==> config.mk <==
export PLATFORM = sky130hd
export DESIGN_NAME = serial_host_regs
export DESIGN_NICKNAME = d
export VERILOG_FILES = /design/src/rtl/serial_host_regs.sv
export SDC_FILE = /design/constraint.sdc
export NUM_CORES = 1
export LEC_CHECK = 0
export ABC_AREA = 0
export BUFFER_PORTS_ARGS = -buffer_cell sky130_fd_sc_hd__buf_2
export CAP_MARGIN = 0
export CORE_MARGIN = 4
export CORE_UTILIZATION = 54
export DETAILED_ROUTE_END_ITERATION = 12
export PLACE_DENSITY_LB_ADDON = 0.05
export SLEW_MARGIN = 20
export SYNTH_ARGS = -nofsm -noshare
export SYNTH_HDL_FRONTEND = slang
export SYNTH_SLANG_ARGS = --single-unit
==> constraint.sdc <==
create_clock -name clk -period 1.55 [get_ports clk]
set_input_delay 0.155 -clock clk [delete_from_list [all_inputs] [get_ports clk]]
set_output_delay 0.155 -clock clk [all_outputs]
set_load 0.03 [all_outputs]
==> src/rtl/serial_host_regs.sv <==
module serial_host_regs #(
  parameter int AW = 3,
  parameter int DW = 8,
  parameter logic [DW-1:0] LOOP_KEY  = 8'h1A,
  parameter logic [DW-1:0] LOOP_ECHO = 8'h9A
) (
  input  logic          clk,
  input  logic          rst_n,
  input  logic          bus_sel,
  input  logic          bus_wr,
  input  logic [AW-1:0] bus_addr,
  input  logic [DW-1:0] bus_wdata,
  output logic [DW-1:0] bus_rdata,
  input  logic          rx_valid,
  input  logic [DW-1:0] rx_data,
  output logic          rx_ready,
  output logic          tx_valid,
  output logic [DW-1:0] tx_data,
  output logic          irq
);
  localparam logic [AW-1:0] A_HOLD = 3'd0, A_EN = 3'd1, A_ID = 3'd2, A_LINE = 3'd3;
  localparam logic [AW-1:0] A_MODEM = 3'd4, A_LSTAT = 3'd5, A_MSTAT = 3'd6, A_SPARE = 3'd7;
  localparam logic [DW-1:0] LSTAT_IDLE = 8'h60;

  logic [DW-1:0] en_q, line_q, modem_q, div_lo_q, div_hi_q;
  logic rx_flag, tx_flag, tx_arm;

  logic rd, wr, bank;
  assign rd   = bus_sel & ~bus_wr;
  assign wr   = bus_sel & bus_wr;
  assign bank = line_q[7];

  logic rd_hold, wr_hold, wr_en, wr_lo, wr_hi;
  assign rd_hold = rd & (bus_addr == A_HOLD) & ~bank;
  assign wr_hold = wr & (bus_addr == A_HOLD) & ~bank;
  assign wr_en   = wr & (bus_addr == A_EN) & ~bank;
  assign wr_lo   = wr & (bus_addr == A_HOLD) & bank;
  assign wr_hi   = wr & (bus_addr == A_EN) & bank;

  assign rx_ready = rd_hold & rx_valid;
  assign tx_valid = wr_hold;
  assign tx_data  = bus_wdata;
  assign irq      = rx_flag | tx_flag;

  always_comb begin
    bus_rdata = '0;
    if (rd) begin
      case (bus_addr)
        A_HOLD:  bus_rdata = bank ? div_lo_q : (rx_valid ? rx_data : '0);
        A_EN:    bus_rdata = bank ? div_hi_q : en_q;
        A_ID:    bus_rdata = {{(DW-1){1'b0}}, ~irq};
        A_LINE:  bus_rdata = line_q;
        A_MODEM: bus_rdata = modem_q;
        A_LSTAT: bus_rdata = LSTAT_IDLE | {{(DW-1){1'b0}}, rx_valid};
        A_MSTAT: bus_rdata = '0;
        A_SPARE: bus_rdata = '0;
        default: bus_rdata = '0;
      endcase
    end
  end

  always_ff @(posedge clk) begin
    if (!rst_n) begin
      en_q     <= '0;
      line_q   <= '0;
      modem_q  <= '0;
      div_lo_q <= '0;
      div_hi_q <= '0;
    end else begin
      if (wr_en) en_q <= bus_wdata;
      if (wr_lo) div_lo_q <= bus_wdata;
      if (wr_hi) div_hi_q <= bus_wdata;
      if (wr && bus_addr == A_LINE) line_q <= bus_wdata;
      if (wr && bus_addr == A_MODEM && bus_wdata == LOOP_KEY) modem_q <= LOOP_ECHO;
    end
  end

  always_ff @(posedge clk) begin
    if (!rst_n) begin
      rx_flag <= 1'b0;
    end else if (wr_en) begin
      rx_flag <= bus_wdata[0] & rx_valid;
    end else if (rd_hold) begin
      rx_flag <= 1'b0;
    end else if (rx_valid && en_q[0]) begin
      rx_flag <= 1'b1;
    end
  end

  always_ff @(posedge clk) begin
    if (!rst_n) begin
      tx_flag <= 1'b0;
      tx_arm  <= 1'b0;
    end else if (wr_en) begin
      tx_flag <= bus_wdata[1];
      tx_arm  <= 1'b0;
    end else if (wr_hold) begin
      tx_flag <= 1'b0;
      tx_arm  <= en_q[1];
    end else begin
      if (tx_arm) tx_flag <= 1'b1;
      tx_arm <= 1'b0;
    end
  end
endmodule


==> results of run 1 <==
[metrics by stage]
step                      cell area [um^2]  cells  total power (W)  hold WS (ns)  util [%]
after global placement                2430    346          0.00127         0.462      66.3
final                                 2710    358          0.00197         0.171      74.0
after global routing                  2710    358          0.00203         0.182      74.0
after detailed placement              2430    346          0.00127         0.469      66.3
after floorplan                       2110    259          0.00114         0.303         -
after CTS                             2630    355          0.00196         0.164      71.9
[power groups by stage]
| stage | combinational, W | clock, W | sequential [W] |
|---|---|---|---|
| floorplan | 0.000187 | 0 | 0.000954 |
| global placement | 0.000316 | 0 | 0.000955 |
| detailed placement | 0.000315 | 0 | 0.000955 |
| CTS | 0.000332 | 0.000697 | 0.000932 |
| global route | 0.000367 | 0.000729 | 0.000933 |
| finish | 0.000350 | 0.000685 | 0.000933 |
[worst max-delay path: cells and delay by family, from the launching register on]
| kind | cells | cell delay, ns |
|---|---|---|
| AO/OA/AOI/OAI | 2 | 0.51 |
| buffers and inverters | 2 | 0.33 |
| multiplexers | 1 | 0.16 |
| flip-flops | 1 | 0.38 |
[flip-flops by register name (all words and copies together) (netlist names)]
| signal | cells |
|---|---|
| tx_arm | 1 |
| line_q | 8 |
| div_hi_q | 8 |
| en_q | 8 |
| rx_flag | 1 |
| modem_q | 1 |
| tx_flag | 1 |
| div_lo_q | 8 |
[final timing paths]
| kind | startpoint | to | slack, ns | depth (start not counted) |
|---|---|---|---|---|
| worst min register to register | div_lo_q[6] | div_lo_q[6] | 0.48 | 2 |
| worst min-delay path | bus_wdata[7] | line_q[7] | 0.17 | 3 |
| worst max-delay path | line_q[7] | bus_rdata[5] | -0.27 | 5 |
| worst max register to register | line_q[7] | div_hi_q[0] | 0.07 | 5 |
[cells in the mapped netlist (2+ instances only)]
cell and n:
nand3_1 38, a21oi_1 37, dfxtp_1 36, o21ai_0 34, buf_2 11, buf_4 11
clkbuf_1 10, a211oi_1 8, a221oi_1 8, mux2_2 6, nor2b_1 6, a21o_1 5
nor2_1 5, inv_1 4, nand2_1 4, and4b_1 3, nor3b_1 3, buf_6 2
nand2b_1 2, nand4b_1 2, nor4_1 2, nor4bb_1 2, or2_2 2, or3_1 2
[cells by family (layout without fill, tap and decap cells)]
group / count (synthesis) / after routing / share of synthesized area, %
buffers and inverters: 39 / 90 / 10.6
flip-flops: 36 / 36 / 35.2
AO/OA/AOI/OAI: 100 / 100 / 28.8
AND/OR/NAND/NOR: 77 / 77 / 21.7
multiplexers: 7 / 7 / 3.78
[area by class of cell]
cell class | instances | share of cell area, %
clock buffer | 6 | 2.68
clock inverter | 2 | 0.600
inverter | 5 | 0.785
multi-input combinational | 184 | 47.2
sequential | 36 | 26.7
tap | 48 | 2.22
timing repair buffer | 77 | 19.8
[routing by layer]
metal  share of wire, %  vias up  GRT usage, %
li1                   -     1054             -
met1                 42     1094          38.0
met2                 46      141          41.8
met3                8.2       30          5.65
met4                4.1        0          14.3
met5                  0        -             0
[what timing repair did]
| action | 4_1_cts | 5_1_grt |
|---|---|---|
| setup endpoints to repair | 10 | 10 |
| gates resized for setup | 29 | 15 |
| buffers inserted | 2 | 4 |
| pin swaps | 7 | 6 |
| hold endpoints to repair | 0 | 0 |
==> metrics.md, run 1 <==
| Metric | Value |
|---|---|
| Status | `finished, violations left` |
| Failing checks | `setup timing` |
| Final period utilization | `118%` |
| Synth area leader | `dfxtp_1` |
| Multi-input logic area | `1280 um^2` |
| Hold buffers post-CTS | `0` |
| IO Port Bufs | `42` |
| Post-Syn Instances | `259` |
| Required time of the critical path | `1.39 ns` |
| Worst path slowest cell | `dfxtp_4` |
| First-pass GRT wire length | `10700 um` |
| Synthesized area | `2050 um^2` |
| Comb pwr share | `17.8%` |
| Core Region | `3660 um^2` |
| Largest cells by area after synthesis | `dfxtp_1, nand3_1, a21oi_1` |
| Via-per-instance ratio | `6.48` |
| Mapped Nets | `283` |
| Worst Skew | `0.00232 ns` |
| CTS tree | `yes` |
| WP data arrival | `1.67 ns` |
| Most frequent cells in the layout | `nand3_1, buf_4, dfxtp_1` |
| N_diodes | `0` |
| Top_reg_cell synth | `dfxtp_1` |
| DRT iter0 DRCs | `449` |
| Largest net degree at the start of global routing | `20` |
| Number of synthesized flops with an enable pin | `0` |
| Pwr dens | `726 nW/um^2` |
| Clk buf depth | `2` |
| Register area share after synthesis | `35.2%` |
| Wire per inst | `19.7 um` |
| Remaining antenna violation count | `0` |
| Final #Nets | `333` |
| Clock sinks | `36` |
| Slew margin rel. | `61.6%` |
| HP Class | `input pin to flip-flop` |
| Clock power share | `34.8%` |
| Endpoints failing setup | `9` |
| Worst-Skew Late Latency | `0.29 ns` |
| Die area | `4840 um^2` |
| Area Growth Syn to Fin | `32.2%` |
| # DRC | `0` |
| Grt ovf | `0` |
| Synth unique cells | `40` |
| All-Layer GR Usage | `28.0%` |
| Share of the synthesized area in the top cell type | `35.2%` |
| Setup_tns | `-1.95 ns` |
| Proportion of layout cells with a drive suffix above 1 | `37.4%` |
| Initial DRT Pass Iterations | `5` |
| Slew @ Worst Pin | `0.576 ns` |
| Max-capacitance violation count | `0` |
| Row count | `22` |
| CTS root buf | `clkbuf_8` |
| H-tree depth | `2` |
| Initial antenna violation count | `0` |
| Synth async-reset ratio | `0%` |
| Io pins | `43` |
| Total Wirelength | `7040 um` |
| Detail Placement HPWL | `4690 um` |
| Reg power frac | `47.4%` |
| DIE WIDTH | `69.6 um` |
| Synth warnings | `0` |
| Final Max Slew Viols | `0` |
| Fin. Hold Viols | `0` |
| Fillers | `281` |
| Fmax | `0.549 GHz` |
| Die Height | `69.6 um` |
| Worst-path clk slew | `0.08 ns` |
| CP startpoint kind | `flip-flop` |
| Via count | `2319` |
| Maximum vdd drop | `0.000602 V` |
| P_int | `0.00138 W` |
| Worst Path Max Fanout | `7` |
| Initial Util | `56.0%` |
| Tmin final | `1.82 ns` |
| Dpl ws | `-0.121 ns` |
| Leakage power | `0.988 nW` |
| Crit path capture type | `primary output` |
| Switch Pwr | `0.000592 W` |
| Sequential cell area | `724 um^2` |
| Number of global-route vias before repair | `2066` |
| Switching share of power | `30.1%` |
| Critical setup path kind | `flip-flop to primary output` |
| Final WS setup | `-0.271 ns` |
| Num CTS Buffers | `5` |
| Unrepaired setup endpoints after global routing | `true` |
| Routability cong. | `0.919` |
| CP Cell Sequence | `buf_8 > mux2i_2 > a211o_1 > a211oi_2 > buf_4` |
| Max incr delay on CP | `0.38 ns` |
| Yosys reg bits | `36` |
| Mapped Avg Cell Area | `7.91 um^2` |
Note: power is estimated with default switching activity, not from simulation.
==> inputs of run 2 (changes only) <==
CORE_UTILIZATION = 25   (was 54)
==> run 2 against run 1 <==
Compared with the run above:
- the run still ends with setup timing left
- sequential power about the same
- sequential share of layout area down 1.9 points
- critical path depth did not move
- cell count grew 18%
- first-iteration DRC count is 74% lower
- wire length increased by 15%
- largest power group unchanged
- hold slack better by 0.019 ns
- utilization fell by 37 points
- clock skew grew 0.0015 ns
- global-route usage decreased by 12 points
- non-clock buffer count grew 12
- critical endpoint unchanged
- fmax rose by 1.0%
==> metrics.md, run 2 (synthesis gave the netlist of run 1 again) <==
| Metric | Value |
|---|---|
| Leading cell type in the layout, fill and taps excluded | `buf_4` |
| Most frequent cells in the layout | `buf_4, nand3_1, dfxtp_1` |
| Slew @ Worst Pin | `0.412 ns (-0.164 ns)` |
| CP Depth | `5 (unchanged)` |
| CTS tree | `yes` |
| Maximum vdd drop | `0.000244 V (-59%)` |
| Max-capacitance violation count | `0 (unchanged)` |
| Clock sinks | `36 (unchanged)` |
| Via-per-instance ratio | `5.22 (-19%)` |
| Fillers | `865 (+210%)` |
| All-Layer GR Usage | `16.5% (-12 points)` |
| Fmax | `0.555 GHz (+1.0%)` |
| Clk buf depth | `2 (unchanged)` |
| N_diodes | `0 (unchanged)` |
| Number of global-route vias before repair | `2069 (+0.15%)` |
| Detail Placement HPWL | `5810 um (+24%)` |
| Final period utilization | `116% (-1.2 points)` |
| Crit path capture type | `primary output` |
| Total Wirelength | `8100 um (+15%)` |
| DIE WIDTH | `98.5 um (+42%)` |
| Leakage power | `1.08 nW (+9.2%)` |
| Setup_tns | `-1.73 ns (+0.215 ns)` |
| IO Port Bufs | `42 (unchanged)` |
| Initial Util | `26.1% (-30 points)` |
| Initial DRT Pass Iterations | `4 (-1)` |
| Setup slack, reg-to-reg | `0.07 ns (about the same)` |
| Final #Nets | `345 (+3.6%)` |
| Worst path slowest cell | `dfxtp_4` |
| Worst Path Max Fanout | `6 (-1)` |
| Slew margin rel. | `72.3% (+11 points)` |
| Sequential cell area | `724 um^2 (unchanged)` |
| HP Class | `input pin to flip-flop` |
| H-tree depth | `2 (unchanged)` |
| Setup crit start | `line_q[7]` |
| Area Growth Syn to Fin | `42.2%` |
| Via count | `2215 (-4.5%)` |
| CTS root buf | `clkbuf_8` |
| Initial antenna violation count | `0 (unchanged)` |
| Endpoints failing setup | `9 (unchanged)` |
| Proportion of layout cells with a drive suffix above 1 | `39.8% (+2.3 points)` |
| Reg2reg path depth | `6 (+1)` |
| Critical path buffers and inverters | `2 (unchanged)` |
| Worst Skew | `0.00383 ns (+0.00152 ns)` |
| Wire per inst | `19.1 um (-2.8%)` |
| Worst-path clk slew | `0.08 ns (about the same)` |
| Num CTS Buffers | `5 (unchanged)` |
| Core Region | `7850 um^2 (+110%)` |
| Multi-input logic area | `1290 um^2 (+1.3%)` |
| Die Height | `98.5 um (+42%)` |
| Worst R2R End | `en_q[1]` |
| Worst reg2reg startpoint | `line_q[7]` |
| Unrepaired setup endpoints after global routing | `true` |
| # DRC | `0 (unchanged)` |
| Failing checks | `setup timing` |
| Fin. Hold Viols | `0 (unchanged)` |
| CP startpoint kind | `flip-flop` |
| Remaining antenna violation count | `0 (unchanged)` |
| Routability cong. | `0.768 (-16%)` |
| WP data arrival | `1.65 ns (-0.02 ns)` |
| Final WS setup | `-0.253 ns (+0.0181 ns)` |
| CP delay by family, top | `compound AO/OA/AOI/OAI gates` |
| Die area | `9710 um^2 (+100%)` |
| Largest net degree at the start of global routing | `18 (-10%)` |
| Pwr dens | `695 nW/um^2 (-4.3%)` |
| CP Cell Sequence | `buf_6 > mux2i_1 > a211o_1 > a211oi_2 > buf_4` |
| DRT iter0 DRCs | `118 (-74%)` |
| Critical setup path kind | `flip-flop to primary output` |
| Final Max Slew Viols | `0 (unchanged)` |
| Status | `finished, violations left` |
| Final Core Density | `37.1% (-37 points)` |
| Tmin final | `1.80 ns (-0.0181 ns)` |
| Worst-Skew Late Latency | `0.28 ns (about the same)` |
| Row count | `32 (+45%)` |
| CP Capture Point | `bus_rdata[5]` |
| Io pins | `43 (unchanged)` |
| Dpl ws | `-0.179 ns (-0.0584 ns)` |
| Hold buffers post-CTS | `0 (unchanged)` |
| Total power | `0.00203 W (+3.0%)` |
| Required time of the critical path | `1.39 ns (about the same)` |
| First-pass GRT wire length | `12500 um (+16%)` |
| Grt ovf | `0 (unchanged)` |
| Max incr delay on CP | `0.38 ns (about the same)` |
-- run 2: changes by cell type in the layout (fill, tap and decap cells not counted), sizes merged --
cell      previous run  this run
buf                 77        89
clkbuf               6         8
clkinv               2         1
clkinvlp             1         0
-- run 2: stage by stage --
stage / hold slack, ns / area (um^2) / cells
floorplan: 0.303 / 2110 / 259
global placement: 0.463 / 2570 / 409
finish: 0.190 / 2910 / 424
global route: 0.182 / 2910 / 424
detailed placement: 0.467 / 2570 / 409
CTS: 0.183 / 2770 / 419
-- run 2: what timing repair did --
action / 4_1_cts / 5_1_grt
cloned: 0 / 0
setup endpoints to repair: 10 / 11
buffers inserted: 3 / 5
pin swaps: 4 / 12
resized for setup: 24 / 27
-- run 2: how the worst min path moves through the flow --
| stage | start | to | cells after the start |
|---|---|---|---|
| final | rst_n | tx_flag | 3 |
| after global routing | bus_wdata[7] | line_q[7] | 3 |
| after CTS | rst_n | tx_flag | 3 |
| after detailed placement | en_q[5] | en_q[5] | 2 |
| after global placement | div_hi_q[1] | div_hi_q[1] | 2 |
| after floorplan | bus_wdata[0] | div_hi_q[0] | 2 |
-- run 2: power by group --
group | switching [W] | internal, W | leakage [nW]
Clock | 0.000348 | 0.000363 | 0.0455
Combinational | 0.000234 | 0.000149 | 0.743
Sequential | 0.00000404 | 0.000929 | 0.291
-- run 2: layer usage --
metal	vias up	global-route usage (%)	part of all wire [%]
li1	1075	-	-
met1	1079	23.9	47
met2	59	24.8	46
met3	2	4.53	6.6
met4	0	2.73	0.17
met5	-	0	0
-- run 2: layout make-up --
| type | instances | share of cell area, % |
|---|---|---|
| Clock buffer | 8 | 3.09 |
| Multi-Input combinational cell | 184 | 44.4 |
| Timing Repair Buffer | 89 | 22.6 |
| Sequential cell | 36 | 24.9 |
| Inverter | 5 | 0.644 |
| Tap cell | 102 | 4.38 |
-- run 2: worst min-delay path, delay by kind of cell --
family                 cells  cell delay, ns
AOI/OAI and AO/OA          1            0.06
buffers and inverters      2            0.22
==> inputs of run 3 (changes only) <==
RECOVER_POWER = 50   (was unset)
==> run 3 against run 2 <==
Compared with the run above:
- the run still ends with setup timing left
- utilization is 0.24 points lower
- critical path depth stayed put
- sequential share of layout area is 0.16 points higher
- die area stayed put
- sequential power hardly changed
- clock skew is 0.0012 ns higher
- largest power group unchanged
==> metrics.md, run 3 (synthesis gave the netlist of run 1 again) <==
| Metric | Value |
|---|---|
| Status | `finished, violations left` |
| Failing checks | `setup timing` |
| Io pins | `43 (unchanged)` |
| Remaining antenna violation count | `0 (unchanged)` |
| Slew margin rel. | `67.3% (-5.0 points)` |
| Area Growth Syn to Fin | `41.3%` |
| Die Height | `98.5 um (unchanged)` |
| Total Wirelength | `8110 um (+0.19%)` |
| H-tree depth | `2 (unchanged)` |
| Fin. Hold Viols | `0 (unchanged)` |
| Initial DRT Pass Iterations | `4 (unchanged)` |
| First-pass GRT wire length | `12500 um (unchanged)` |
| Setup slack, reg-to-reg | `0.06 ns (about the same)` |
| Busiest grt layer | `met2` |
| Worst-path clk slew | `0.08 ns (about the same)` |
| CTS tree | `yes` |
| Crit path capture type | `primary output` |
| CP startpoint kind | `flip-flop` |
| Leakage power | `1.04 nW (-3.2%)` |
| N_diodes | `0 (unchanged)` |
| IO Port Bufs | `42 (unchanged)` |
| Proportion of layout cells with a drive suffix above 1 | `36.3% (-3.4 points)` |
| CP Capture Point | `bus_rdata[5]` |
| Via-per-instance ratio | `5.25 (+0.59%)` |
| Final period utilization | `117% (+0.95 points)` |
| Wire per inst | `19.1 um (+0.19%)` |
| Worst Skew | `0.00506 ns (+0.00123 ns)` |
| Required time of the critical path | `1.39 ns (about the same)` |
| Routability cong. | `0.768 (unchanged)` |
| GR Layer Usage met2 | `24.8% (unchanged)` |
| Most frequent cells in the layout | `buf_4, nand3_1, dfxtp_1` |
| Worst reg2reg startpoint | `line_q[7]` |
| Initial Util | `26.1% (unchanged)` |
| Row count | `32 (unchanged)` |
| DRT iter0 DRCs | `108 (-8.5%)` |
| Clock sinks | `36 (unchanged)` |
| CTS root buf | `clkbuf_8` |
| Critical setup path kind | `flip-flop to primary output` |
| M3 GR Usage | `4.53% (unchanged)` |
| Fillers | `872 (+0.81%)` |
| Final Max Slew Viols | `0 (unchanged)` |
| # DRC | `0 (unchanged)` |
| Max-capacitance violation count | `0 (unchanged)` |
| Initial antenna violation count | `0 (unchanged)` |
| Leading cell type in the layout, fill and taps excluded | `buf_4` |
| Unrepaired setup endpoints after global routing | `true` |
| Endpoints failing setup | `9 (unchanged)` |
| WP data arrival | `1.66 ns (about the same)` |
| Detail Placement HPWL | `5810 um (unchanged)` |
| Worst-Skew Late Latency | `0.29 ns (about the same)` |
| Dpl ws | `-0.179 ns (unchanged)` |
| Slew @ Worst Pin | `0.491 ns (+0.0794 ns)` |
| Maximum vdd drop | `0.000243 V (-0.40%)` |
| Worst Path Max Fanout | `6 (unchanged)` |
| Total power | `0.00203 W (+0.21%)` |
| Worst R2R End | `en_q[1]` |
| Number of global-route vias before repair | `2069 (unchanged)` |
| Tmin final | `1.82 ns (+0.0147 ns)` |
| Core Region | `7850 um^2 (unchanged)` |
| DIE WIDTH | `98.5 um (unchanged)` |
| Met1 usage | `23.9% (unchanged)` |
| Setup crit start | `line_q[7]` |
| Reg2reg path depth | `6 (unchanged)` |
| Grt ovf | `0 (unchanged)` |
| Fmax | `0.550 GHz (-0.81%)` |
| All-Layer GR Usage | `16.5% (unchanged)` |
| Final WS setup | `-0.268 ns (-0.0147 ns)` |
| Num CTS Buffers | `5 (unchanged)` |
| Die area | `9710 um^2 (unchanged)` |
| Largest net degree at the start of global routing | `18 (unchanged)` |
| Final instance area | `2900 um^2 (-0.64%)` |
| Area after DPL | `2570 um^2 (unchanged)` |
| Via count | `2228 (+0.59%)` |
| HP Class | `input pin to flip-flop` |
| Pwr dens | `701 nW/um^2 (+0.86%)` |
| Final #Nets | `345 (unchanged)` |
| Hold buffers post-CTS | `0 (unchanged)` |
| Clk buf depth | `2 (unchanged)` |
[run 3: cell count changes in the layout (fill, tap and decap cells not counted), sizes merged]
cell    change
clkbuf     +12
buf        -12
[run 3: where the power goes]
group          switching (W)  total, W  internal [W]  leakage (nW)
logic               0.000233  0.000378      0.000144         0.708
clock network       0.000357  0.000720      0.000363        0.0455
registers         0.00000403  0.000933      0.000929         0.291
total               0.000594   0.00203       0.00144          1.04
[run 3: per-stage QoR]
stage	util, %	instances	TNS, ns	hold slack, ns
3_5_place_dp	32.8	409	-1.16	0.467
3_3_place_gp	32.8	409	-0.969	0.463
2_1_floorplan	-	259	0	0.303
5_1_grt	36.9	424	-2.43	0.183
4_1_cts	35.3	419	-2.48	0.183
6_report	36.9	424	-1.80	0.186
[run 3: worst min path at each step]
stage,startpoint,to,slack (ns),depth (start not counted)
after floorplan,bus_wdata[0],div_hi_q[0],0.30,2
after global placement,div_hi_q[1],div_hi_q[1],0.46,2
after detailed placement,en_q[5],en_q[5],0.47,2
after CTS,rst_n,tx_flag,0.18,3
after global routing,bus_wdata[7],line_q[7],0.18,3
final,bus_wdata[7],line_q[7],0.19,3
[run 3: final cells by class]
type                            count  area [um^2]  area share (%)
Multi-Input combinational cell    184         1290            44.7
Sequential cell                    36          724            25.0
Timing Repair Buffer               89          641            22.1
Tap cell                          102          128            4.41
Clock buffer                        8         90.1            3.11
Inverter                            5         18.8           0.648
[run 3: repair_timing]
item / CTS / global route
setup buffers: 3 / 5
setup endpoints to repair: 10 / 11
pin swaps: 4 / 12
gates resized for setup: 24 / 27
[run 3: routing by layer]
layer  wire length, um  vias up  share of wire [%]
met3               465        4                5.7
met2              3750       68                 46
li1                  -     1076                  -
met5                 0        -                  0
met4                18        0               0.22
met1              3880     1080                 48
[run 3: critical path, cell delays in order (launching register included)]
cell	delay (ns)
dfxtp_4	0.38
buf_6	0.13
mux2i_1	0.12
a211o_1	0.28
a211oi_2	0.25
buf_4	0.20
